[src/rtl/cfi_pkg.sv]
package cfi_pkg;
    localparam int REG_W      = 32;
    localparam int MAX_OUT    = 16;
    localparam int ERRLO_BIT  = 30;
    localparam int ERRHI_BIT  = 31;

    typedef enum logic {
        IRQ_QUIET  = 1'b0,
        IRQ_RAISED = 1'b1
    } irq_state_t;

    typedef enum logic [1:0] {
        ERR_NONE = 2'b00,
        ERR_LO   = 2'b01,
        ERR_HI   = 2'b10,
        ERR_BOTH = 2'b11
    } err_state_t;
endpackage

[src/rtl/cfi_flag_bank.sv]
module cfi_flag_bank #(
    parameter int NUM_OUT = 16
) (
    input  logic               clk,
    input  logic               rst_n,
    input  logic [NUM_OUT-1:0] conflict,
    input  logic               en_wr,
    input  logic               flag_wr,
    input  logic [NUM_OUT-1:0] wbits,
    output logic [NUM_OUT-1:0] flag_q,
    output logic [NUM_OUT-1:0] en_q,
    output logic               any_hit
);
    for (genvar i = 0; i < NUM_OUT; i++) begin : g_bit
        always_ff @(posedge clk or negedge rst_n) begin
            if (!rst_n) begin
                flag_q[i] <= 1'b0;
                en_q[i]   <= 1'b0;
            end else begin
                if (conflict[i]) begin
                    flag_q[i] <= 1'b1;
                end else if (flag_wr && wbits[i]) begin
                    flag_q[i] <= 1'b0;
                end
                if (en_wr) begin
                    en_q[i] <= wbits[i];
                end
            end
        end
    end

    assign any_hit = |(flag_q & en_q);
endmodule

[src/rtl/cfi_irq_fsm.sv]
module cfi_irq_fsm
    import cfi_pkg::*;
(
    input  logic clk,
    input  logic rst_n,
    input  logic any_hit,
    output logic irq
);
    irq_state_t state_q, state_d;

    always_comb begin
        state_d = state_q;
        unique case (state_q)
            IRQ_QUIET:  if (any_hit)  state_d = IRQ_RAISED;
            IRQ_RAISED: if (!any_hit) state_d = IRQ_QUIET;
            default:    state_d = IRQ_QUIET;
        endcase
    end

    always_ff @(posedge clk or negedge rst_n) begin
        if (!rst_n) state_q <= IRQ_QUIET;
        else        state_q <= state_d;
    end

    always_comb begin
        unique case (state_q)
            IRQ_RAISED: irq = 1'b1;
            default:    irq = 1'b0;
        endcase
    end
endmodule

[src/rtl/cfi_err_fsm.sv]
module cfi_err_fsm
    import cfi_pkg::*;
(
    input  logic clk,
    input  logic rst_n,
    input  logic buserr_lo,
    input  logic buserr_hi,
    output logic err_lo,
    output logic err_hi
);
    err_state_t state_q, state_d;

    always_comb begin
        state_d = state_q;
        unique case ({buserr_hi, buserr_lo})
            2'b01:   state_d = ERR_LO;
            2'b10:   state_d = ERR_HI;
            2'b11:   state_d = ERR_BOTH;
            default: state_d = state_q;
        endcase
    end

    always_ff @(posedge clk or negedge rst_n) begin
        if (!rst_n) state_q <= ERR_NONE;
        else        state_q <= state_d;
    end

    always_comb begin
        unique case (state_q)
            ERR_LO:   begin err_lo = 1'b1; err_hi = 1'b0; end
            ERR_HI:   begin err_lo = 1'b0; err_hi = 1'b1; end
            ERR_BOTH: begin err_lo = 1'b1; err_hi = 1'b1; end
            default:  begin err_lo = 1'b0; err_hi = 1'b0; end
        endcase
    end
endmodule

[src/rtl/cfi_unit.sv]
module cfi_unit
    import cfi_pkg::*;
#(
    parameter int NUM_OUT = 16
) (
    input  logic               clk,
    input  logic               rst_n,
    input  logic [NUM_OUT-1:0] conflict,
    input  logic               buserr_lo,
    input  logic               buserr_hi,
    input  logic               wr_en,
    input  logic               reg_sel,
    input  logic [REG_W-1:0]   wdata,
    output logic [REG_W-1:0]   rdata,
    output logic               irq
);
    logic [NUM_OUT-1:0] flag_q;
    logic [NUM_OUT-1:0] en_q;
    logic               any_hit;
    logic               err_lo;
    logic               err_hi;
    logic               en_wr;
    logic               flag_wr;

    assign en_wr   = wr_en && !reg_sel;
    assign flag_wr = wr_en && reg_sel;

    cfi_flag_bank #(.NUM_OUT(NUM_OUT)) u_bank (
        .clk      (clk),
        .rst_n    (rst_n),
        .conflict (conflict),
        .en_wr    (en_wr),
        .flag_wr  (flag_wr),
        .wbits    (wdata[NUM_OUT-1:0]),
        .flag_q   (flag_q),
        .en_q     (en_q),
        .any_hit  (any_hit)
    );

    cfi_irq_fsm u_irq (
        .clk     (clk),
        .rst_n   (rst_n),
        .any_hit (any_hit),
        .irq     (irq)
    );

    cfi_err_fsm u_err (
        .clk       (clk),
        .rst_n     (rst_n),
        .buserr_lo (buserr_lo),
        .buserr_hi (buserr_hi),
        .err_lo    (err_lo),
        .err_hi    (err_hi)
    );

    always_comb begin
        rdata = '0;
        if (reg_sel) begin
            rdata[NUM_OUT-1:0] = flag_q;
            rdata[ERRLO_BIT]   = err_lo;
            rdata[ERRHI_BIT]   = err_hi;
        end else begin
            rdata[NUM_OUT-1:0] = en_q;
        end
    end
endmodule

[config.mk]
export PLATFORM = sky130hd
export DESIGN_NAME = cfi_unit
export DESIGN_NICKNAME = d
export VERILOG_FILES = /design/src/rtl/cfi_pkg.sv /design/src/rtl/cfi_flag_bank.sv /design/src/rtl/cfi_irq_fsm.sv /design/src/rtl/cfi_err_fsm.sv /design/src/rtl/cfi_unit.sv
export SDC_FILE = /design/constraint.sdc
export NUM_CORES = 1
export LEC_CHECK = 0
export BUFFER_PORTS_ARGS = -buffer_cell sky130_fd_sc_hd__buf_2
export CORE_ASPECT_RATIO = 1.4
export CORE_UTILIZATION = 41
export DETAILED_ROUTE_END_ITERATION = 10
export MAX_ROUTING_LAYER = met4
export PLACE_DENSITY = 0.87
export SLEW_MARGIN = 30
export SYNTH_ARGS = -nofsm -noshare
export SYNTH_HDL_FRONTEND = slang
export SYNTH_HIERARCHICAL = 1
export SYNTH_SLANG_ARGS = --single-unit
[constraint.sdc]
create_clock -name clk -period 1 [get_ports clk]
set_input_delay 0.1 -clock clk [delete_from_list [all_inputs] [get_ports clk]]
set_output_delay 0.1 -clock clk [all_outputs]
set_load 0.01 [all_outputs]
==> flow_summary.yaml, run 1 <==
drt:
  vias_per_cell: 4.51
  drtPass1Iterations: 3
  wirelength_mm: 4.68
  drc: 0
  antenna_left: 0
  wl_per_cell_um: 14.3
  vias: 1475
  dr.first_iter.drc_count: 37
synthesis:
  yosysTopAreaCell: "dfrtp_1"
  ys_types: 18
  async_flop_share_pct: 100
  syn_inst: 139
  ys_seq_area_share_pct: 48.1
  synth_edf_count: 0
  yosys.area_share.simple_pct: 5.01
  synthXorXnorAreaFrac_pct: 0
  synthAdderAreaFrac_pct: 0
  synth_top_family_by_area: "multiplexers"
  synth-seq-cells: 35
  ys_top_cells_by_area: "dfrtp_1 48%, mux2_4 21%, a21o_1 7.0%"
  mappedNetlistArea_um2: 1820
  syn_area_per_cell_um2: 13.1
  synthTopCellsByCount: "35 x dfrtp_1, 26 x mux2_4, 17 x a21o_1"
  yosys.area.top_type_share_pct: 48.1
  synthMuxAreaShare_pct: 25.1
  synth-compound-area-share_pct: 11.3
  ys.flop_type: "dfrtp_1"
  yosys_warnings: 6
  synth_most_common_cell: "dfrtp_1"
layout:
  fill_cells: 312
  antenna_cells: 0
  drive_gt1_share_pct: 58.4
  fin_area_um2: 2960
  instances_no_fill: 327
  area_growth_pct: 62.6
  fin_nets: 320
timing:
  tns_ns: -3.95
  finClkSkew_ns: 0.00796
  min_period_over_period_pct: 130
  rsz0062_at_grt: "yes"
  max_freq_mhz: 768
  fin_ws_ns: -0.303
  period_needed_ns: 1.30
  slew_viol_final: 0
  finalSetupViolations: 21
  hold_violations: 0
power:
  vdd_drop_max_mv: 1.04
  powerDensity_nw_per_um2: 1330
  leakage_uw: 0.00143
worst_setup_path:
  cp-end-kind: "output pin"
  critPathArrivalTime_ns: 1.20
  cp.required_ns: 0.90
  worstPathMaxFanout: 2
  start_kind: "flop"
  worst-setup-path-type: "reg2out"
clock_tree:
  cts_tree: "done"
  clock_latency_ns: 0.28
  cts_sinks: 35
  clkTransAtPathRegs_ns: 0.07
  cts_buffers: 5
  htreeDepth: 2
  cts_root_buffer: "clkbuf_8"
  clockBufferDepth: 2
floorplan:
  start_util_pct: 43.0
  die_w_um: 58.3
  dieArea_um2: 4720
  coreArea_um2: 4240
  io_pins: 87
  die_height_um: 80.9
  rows: 28
global_route:
  antenna_found_initial: 0
  grt_pass1_wl_mm: 7.31
  grt_max_degree: 36
  grt_use_met2_pct: 39.7
  grt_use_met1_pct: 22.6
  grtUsageMet3_pct: 5.41
  grt_util_all_layers_pct: 22.0
  grt_pass1_vias: 1606
  grt_remaining_overflow: 0
  busiest_layer: "met2"
placement:
  post_dp_cell_area_um2: 2310
  hpwl_mm: 2.89
  numPortBuffers: 56
  dp_slack_ns: -0.0960
  place.gp.congestion: 0.761
  dp_cells: 270
status:
  outcome: "finished, violations left"
  violations: "negative setup slack"
job:
  maxCapViolations: 0
min_path:
  hold_path_class: "in2reg"
-- sequential cells by signal, indices dropped and copies added, names as in the netlist --
register / cells
u_bank/en_q: 16
u_irq/state_q: 1
u_err/state_q: 2
u_bank/flag_q: 16
-- layout by cell type (no fill, tap or decap), types with 6 or more instances in the layout --
| cell | synthesis | final |
|---|---|---|
| conb_1 | 1 | 14 |
| buf_6 | 3 | 32 |
| dlygate4sd3_1 | 0 | 17 |
| mux2_4 | 26 | 26 |
| dfrtp_1 | 35 | 35 |
| a21o_1 | 17 | 17 |
| buf_4 | 15 | 36 |
| nand2_1 | 16 | 16 |
| mux2_2 | 6 | 6 |
| buf_2 | 1 | 40 |
-- per-stage QoR --
| step | hold slack [ns] | total power [uW] | util [%] |
|---|---|---|---|
| floorplan | -0.196 | 2210 | - |
| global placement | 0.0708 | 2520 | 54.5 |
| detailed placement | 0.0742 | 2550 | 54.5 |
| CTS | 0.00268 | 3880 | 67.9 |
| global route | 0.00985 | 4120 | 69.9 |
| finish | 0.0132 | 3930 | 69.9 |
-- what timing repair did --
action                                 4_1_cts  5_1_grt
endpoints found under the hold margin       50        1
pin swaps                                    4        0
hold buffers                                16        1
gates cloned                                 0        0
setup endpoints to repair                   19       20
setup buffers                               24        8
gates resized for setup                     28        4
-- final cells by class --
| class | count | area [um^2] | area share (%) |
|---|---|---|---|
| Clock buffer | 7 | 76.3 | 2.58 |
| Clock inverter | 1 | 5.00 | 0.169 |
| Inverter | 2 | 7.51 | 0.253 |
| Multi-Input combinational cell | 93 | 841 | 28.4 |
| Sequential cell | 35 | 876 | 29.6 |
| Tap cell | 60 | 75.1 | 2.53 |
| Timing Repair Buffer | 129 | 1080 | 36.5 |
-- worst max-delay path: stages (launching register included) --
cell and delay, ns:
dfrtp_1 0.40, buf_6 0.13, mux2_4 0.27, buf_6 0.12
-- per-layer routing --
metal	vias up	wire length, um	share of wire [%]
met5	-	0	0
met4	0	45	0.96
met3	6	205	4.4
met2	45	2660	57
met1	717	1770	38
li1	707	-	-
-- cell families (layout without fill, tap and decap cells) --
logic type	Yosys count	after routing
AO/OA/AOI/OAI	26	26
multiplexers	32	32
flip-flops	35	35
buffers and inverters	24	139
AND/OR/NAND/NOR	21	21
other	1	14
-- where the power goes --
group          switching, uW  internal, uW
clock network            491           489
logic                    462           852
registers               86.0          1550
-- path summary, 6_finish.rpt --
kind,cells after the start,endpoint,slack [ns],from
setup / recovery,3,rdata[11],-0.30,u_bank/en_q[11]
hold / removal,3,u_err/state_q[1],0.01,buserr_hi
setup reg to reg,4,u_irq/state_q,-0.23,u_bank/flag_q[2]
hold reg to reg,1,u_bank/en_q[15],0.56,u_bank/en_q[15]
max in group asynchronous,3,u_bank/flag_q[8],0.51,rst_n
min in group asynchronous,3,u_bank/flag_q[2],0.30,rst_n
Power figures use the tool's default switching activity.
==> run 2, diff against run 1 <==
--- a/config.mk
+++ b/config.mk
@@ -5,12 +5,14 @@
 export SDC_FILE = /design/constraint.sdc
 export NUM_CORES = 1
 export LEC_CHECK = 0
+export ABC_AREA = 1
 export BUFFER_PORTS_ARGS = -buffer_cell sky130_fd_sc_hd__buf_2
 export CORE_ASPECT_RATIO = 1.4
-export CORE_UTILIZATION = 41
+export CORE_UTILIZATION = 43
+export CTS_BUF_LIST = sky130_fd_sc_hd__clkbuf_4
 export DETAILED_ROUTE_END_ITERATION = 10
 export MAX_ROUTING_LAYER = met4
-export PLACE_DENSITY = 0.87
+export PLACE_DENSITY = 0.9
 export SLEW_MARGIN = 30
 export SYNTH_ARGS = -nofsm -noshare
 export SYNTH_HDL_FRONTEND = slang
==> run 2 against run 1 <==
The flow finishes with violations (design-rule violations, negative setup slack). First-iteration DRC count rose by 16%. Die area down 4.5%. Worst hold slack worse by 0.00097 ns. Combinational power fell by 23%. Sequential share of layout area up 3.5 points. Via count is 15% higher. Clock skew fell by 0.00085 ns. Non-clock buffer count fell by 8. Sequential power hardly changed. Global-route usage increased by 1.0 points. Critical path type unchanged. Largest power group unchanged.
==> flow_summary.yaml, run 2 <==
drt:
  wl_met1_mm: 1.77
  dr.first_iter.drc_count: 43
  wirelength_mm: 4.53
  wl_met2_mm: 2.43
  vias: 1701
  wl_per_cell_um: 12.3
  drc: 14
  drtPass1Iterations: 7
  vias_per_cell: 4.63
  routed.top_layer: "met4"
  antenna_left: 0
  met3_length_um: 210
global_route:
  grt_remaining_overflow: 0
  antenna_found_initial: 0
  grt_pass1_wl_mm: 7.67
  grt_util_all_layers_pct: 23.0
  grt_max_degree: 36
  grt_pass1_vias: 1782
clock_tree:
  clkTransAtPathRegs_ns: 0.10
  htreeDepth: 2
  clockBufferDepth: 2
  cts_tree: "done"
  cts_sinks: 35
  clock_latency_ns: 0.33
  cts_root_buffer: "clkbuf_4"
  cts_buffers: 5
timing:
  rsz0062_at_grt: "yes"
  finalSetupViolations: 19
  hold_violations: 0
  fin_ws_ns: -0.0919
  slew_viol_final: 0
  max_freq_mhz: 916
  tns_ns: -1.10
  min_period_over_period_pct: 109
  finClkSkew_ns: 0.00711
  period_needed_ns: 1.09
  whs_ns: 0.0122
status:
  violations: "design-rule violations, negative setup slack"
  outcome: "finished, violations left"
floorplan:
  dieArea_um2: 4500
  coreArea_um2: 3990
  die_w_um: 57.0
  io_pins: 87
  rows: 27
  die_height_um: 79.0
  start_util_pct: 45.7
placement:
  place.gp.congestion: 0.758
  dp_slack_ns: -0.0153
  hpwl_mm: 2.94
  numPortBuffers: 56
power:
  powerDensity_nw_per_um2: 1270
  vdd_drop_max_mv: 1.00
  leakage_uw: 0.00145
worst_setup_path:
  worst-setup-path-type: "reg2out"
  critPathArrivalTime_ns: 0.99
  reg2reg_from: "u_bank/en_q[1]"
  cp.required_ns: 0.90
  r2r-end: "u_irq/state_q"
  worstPathMaxFanout: 3
  cp-end-kind: "output pin"
  start_kind: "flop"
  ff2ff_setup_slack_ns: -0.02
  reg2reg_depth: 6
min_path:
  min_path_cells: 2
  hold_path_class: "in2reg"
  hold-path-endpoint: "u_bank/en_q[8]"
  hold_start: "wdata[8]"
layout:
  antenna_cells: 0
  fin_util_pct: 66.4
  layout_common_cells: "96 x nand2_1, 56 x buf_2, 40 x buf_4, 35 x dfrtp_1, 24 x dlygate4sd3_1"
  area_growth_pct: 45.4
  fill_cells: 332
  multi_input_area_um2: 777
  top_regs: "u_bank/en_q (16), u_bank/flag_q (16), u_err/state_q (2)"
  seqCellArea_um2: 876
  drive_gt1_share_pct: 37.7
  fin_nets: 377
  final_common_cell: "nand2_1"
synthesis:
  synth_most_common_cell: "nand2_1"
  synth_edf_count: 0
  mappedNetlistArea_um2: 1820
  syn_inst: 205
  yosys_warnings: 6
  async_flop_share_pct: 100
  syn_area_per_cell_um2: 8.89
  ys.flop_type: "dfrtp_1"
  synthTopCellsByCount: "97 x nand2_1, 35 x dfrtp_1, 16 x a21o_1, 16 x buf_4, 12 x inv_1"
  yosys.area.top_type_share_pct: 48.1
  ys_top_cells_by_area: "dfrtp_1 48%, nand2_1 20%, mux2_4 8.2%"
  ys_types: 16
  yosysTopAreaCell: "dfrtp_1"
  ys_seq_area_share_pct: 48.1
  synth-seq-cells: 35
job:
  maxCapViolations: 0
[run 2: cell count changes after synthesis, moves of 2 or more]
cell and delta:
inv_1 +10, buf_6 -2, mux2_4 -16, a22o_1 -4
and2_1 -3, a221oi_1 -4, nor2_1 +3, nand2_1 +81
[run 2: layout make-up]
class,instances,area share [%]
clock buffer,6,1.70
clock inverter,2,0.283
inverter,13,1.84
multi-input combinational,147,29.3
sequential,35,33.1
tap,43,2.03
timing repair buffer,121,31.7
[run 2: metal layers]
layer | track usage [%] | up-vias
li1 | - | 837
met3 | 4.23 | 12
met2 | 40.9 | 60
met5 | - | -
met4 | 9.27 | 0
met1 | 24.9 | 792
[run 2: logic make-up after synthesis]
kind of cell / after synthesis / share of synthesized area (%)
simple gates: 101 / 20.9
compound gates: 16 / 6.59
flops: 35 / 48.1
mux: 16 / 12.0
buf+inv: 36 / 12.2
other cells: 1 / 0.206
[run 2: worst max path at each step]
stage / end / start / slack, ns
finish: rdata[8] / u_bank/flag_q[8] / -0.09
global route: rdata[2] / u_bank/en_q[2] / -0.15
CTS: rdata[2] / u_bank/en_q[2] / -0.11
detailed placement: u_bank/en_q[5] / reg_sel / -0.02
global placement: u_bank/en_q[9] / reg_sel / 0.005
floorplan: u_bank/en_q[10] / reg_sel / 0.02
[run 2: timing repair]
| action | in CTS | in global routing |
|---|---|---|
| endpoints found under the setup margin | 18 | 19 |
| pin swaps | 28 | 14 |
| resized for setup | 1 | 0 |
| setup buffers | 28 | 2 |
| hold buffers | 22 | 2 |
| hold endpoints to repair | 56 | 2 |
[run 2: metrics by stage]
step | area, um^2 | power [uW] | cells
final | 2650 | 3360 | 367
after floorplan | 1880 | 2150 | 218
after global routing | 2650 | 3570 | 367
after global placement | 2130 | 2360 | 305
after detailed placement | 2130 | 2390 | 305
after CTS | 2610 | 3370 | 363
[run 2: report_power, final]
part	internal (uW)	switching [uW]	total, uW
Clock	288	440	727
Combinational	561	447	1010
Sequential	1550	74.9	1620
[run 2: critical path, stage by stage (launching register included)]
cell	delay [ns]
dfrtp_1	0.41
nand2_1	0.07
nand2_1	0.05
buf_2	0.14
==> run 3, diff against run 2 <==
--- a/config.mk
+++ b/config.mk
@@ -7,12 +7,14 @@
 export LEC_CHECK = 0
 export ABC_AREA = 1
 export BUFFER_PORTS_ARGS = -buffer_cell sky130_fd_sc_hd__buf_2
+export CELL_PAD_IN_SITES_DETAIL_PLACEMENT = 0
+export CELL_PAD_IN_SITES_GLOBAL_PLACEMENT = 1
 export CORE_ASPECT_RATIO = 1.4
-export CORE_UTILIZATION = 43
+export CORE_UTILIZATION = 31
 export CTS_BUF_LIST = sky130_fd_sc_hd__clkbuf_4
 export DETAILED_ROUTE_END_ITERATION = 10
 export MAX_ROUTING_LAYER = met4
-export PLACE_DENSITY = 0.9
+export PLACE_DENSITY = 0.91
 export SLEW_MARGIN = 30
 export SYNTH_ARGS = -nofsm -noshare
 export SYNTH_HDL_FRONTEND = slang
==> run 3 against run 2 <==
The run ends with negative setup slack left. Critical path type unchanged. Via count grew 0.88%. Combinational power grew 5%. Largest power group unchanged. First-iteration DRC count grew 19%. Wire length grew 3.7%. Sequential cell count is the same.
==> flow_summary.yaml, run 3 (synthesis gave the netlist of run 2 again) <==
timing:
  period_needed_ns: 1.10
  max_freq_mhz: 909
  finClkSkew_ns: 0.00886
  fin_ws_ns: -0.100
  min_period_over_period_pct: 110
  slew_viol_final: 0
  finalSetupViolations: 20
  hold_violations: 0
  rsz0062_at_grt: "yes"
  whs_ns: 0.0164
placement:
  numPortBuffers: 56
  dp_slack_ns: -0.0588
  place.gp.congestion: 0.704
  post_dp_cell_area_um2: 2180
  hpwl_mm: 3.13
min_path:
  hold_path_class: "in2reg"
worst_setup_path:
  ff2ff_setup_slack_ns: -0.04
  crit_end: "rdata[8]"
  start_kind: "flop"
  critPathArrivalTime_ns: 1.00
  reg2reg_depth: 6
  cp.required_ns: 0.90
  worstPathMaxFanout: 2
  cp-end-kind: "output pin"
  r2r-end: "u_irq/state_q"
  reg2reg_from: "u_bank/en_q[9]"
  worst-setup-path-type: "reg2out"
  crit_path_start: "u_bank/en_q[8]"
clock_tree:
  cts_tree: "done"
  cts_buffers: 5
  clockBufferDepth: 2
  clkTransAtPathRegs_ns: 0.11
  clock_latency_ns: 0.33
  cts_sinks: 35
  cts_root_buffer: "clkbuf_4"
  htreeDepth: 2
drt:
  dr.first_iter.drc_count: 51
  vias_per_cell: 4.28
  drtPass1Iterations: 4
  antenna_left: 0
  drc: 0
  wirelength_mm: 4.70
  wl_per_cell_um: 11.7
  vias: 1716
global_route:
  grt_max_degree: 36
  grt_remaining_overflow: 0
  grt_pass1_wl_mm: 7.45
  grt_util_all_layers_pct: 16.7
  grt_pass1_vias: 1742
  antenna_found_initial: 0
layout:
  final_common_cell: "nand2_1"
  area_growth_pct: 53.3
  top_regs: "u_bank/en_q (16), u_bank/flag_q (16), u_err/state_q (2)"
  fin_area_um2: 2790
  antenna_cells: 0
  layout_common_cells: "93 x nand2_1, 55 x buf_2, 43 x buf_4, 35 x dfrtp_1, 28 x dlygate4sd3_1"
  drive_gt1_share_pct: 39.9
  fin_nets: 386
floorplan:
  io_pins: 87
  dieArea_um2: 6190
  die_w_um: 66.8
  die_height_um: 92.7
  rows: 32
  coreArea_um2: 5610
  start_util_pct: 32.5
power:
  vdd_drop_max_mv: 0.510
  leakage_uw: 0.00151
  powerDensity_nw_per_um2: 1240
status:
  violations: "negative setup slack"
  outcome: "finished, violations left"
job:
  maxCapViolations: 0
[run 3: changes by cell type in the layout (fill, tap and decap cells not counted), sizes merged]
cell,before,now
clkinv,2,1
dlygate4sd3,24,28
clkbuf,6,7
buf,97,102
[run 3: through the flow]
stage / util, % / TNS, ns / total power, uW / cells
floorplan: - / 0 / 2150 / 218
global placement: 38.9 / -0.0197 / 2380 / 331
detailed placement: 38.9 / -0.345 / 2410 / 331
CTS: 48.9 / -1.38 / 3460 / 396
global route: 49.8 / -2.50 / 3690 / 401
finish: 49.8 / -1.08 / 3460 / 401
[run 3: final cells by class]
cell class,instances,area [um^2]
Tap cell,68,85.1
Multi-Input combinational cell,147,785
Clock buffer,7,52.6
Sequential cell,35,876
Clock inverter,1,5.00
Timing Repair Buffer,130,941
Inverter,13,48.8
Fill cell,549,2810
[run 3: what timing repair did]
item | CTS | global route
setup buffers | 32 | 2
resized for setup | 4 | 3
hold buffers | 25 | 3
endpoints found under the hold margin | 59 | 3
pin swaps | 35 | 5
setup endpoints to repair | 18 | 19
[run 3: how the worst min path moves through the flow]
stage	depth (start not counted)	endpoint	from	slack, ns
after global placement	2	u_bank/en_q[10]	rst_n	0.08
after CTS	2	u_bank/en_q[2]	wdata[2]	0.0001
after detailed placement	2	u_bank/en_q[10]	rst_n	0.08
final	2	u_bank/en_q[2]	wdata[2]	0.02
after global routing	2	u_bank/en_q[9]	wdata[9]	0.0002
after floorplan	0	u_bank/en_q[0]	rst_n	-0.20
[run 3: layer usage]
| layer | up-vias | global-route usage, % | share of wire [%] |
|---|---|---|---|
| li1 | 860 | - | - |
| met1 | 785 | 17.6 | 40 |
| met5 | - | - | 0 |
| met3 | 9 | 2.96 | 4.4 |
| met4 | 0 | 7.45 | 2.6 |
| met2 | 62 | 29.5 | 53 |
[run 3: worst max-delay path: stages, from the launching register on]
cell and delay (ns):
dfrtp_1 0.40, nand2_1 0.06, nand2_1 0.06, buf_2 0.14
[run 3: where the power goes]
| group | switching [uW] | leakage, uW | internal (uW) | total (uW) |
|---|---|---|---|---|
| Clock | 445 | 0.0000361 | 328 | 774 |
| Combinational | 459 | 0.00110 | 603 | 1060 |
| Sequential | 71.9 | 0.000369 | 1550 | 1620 |
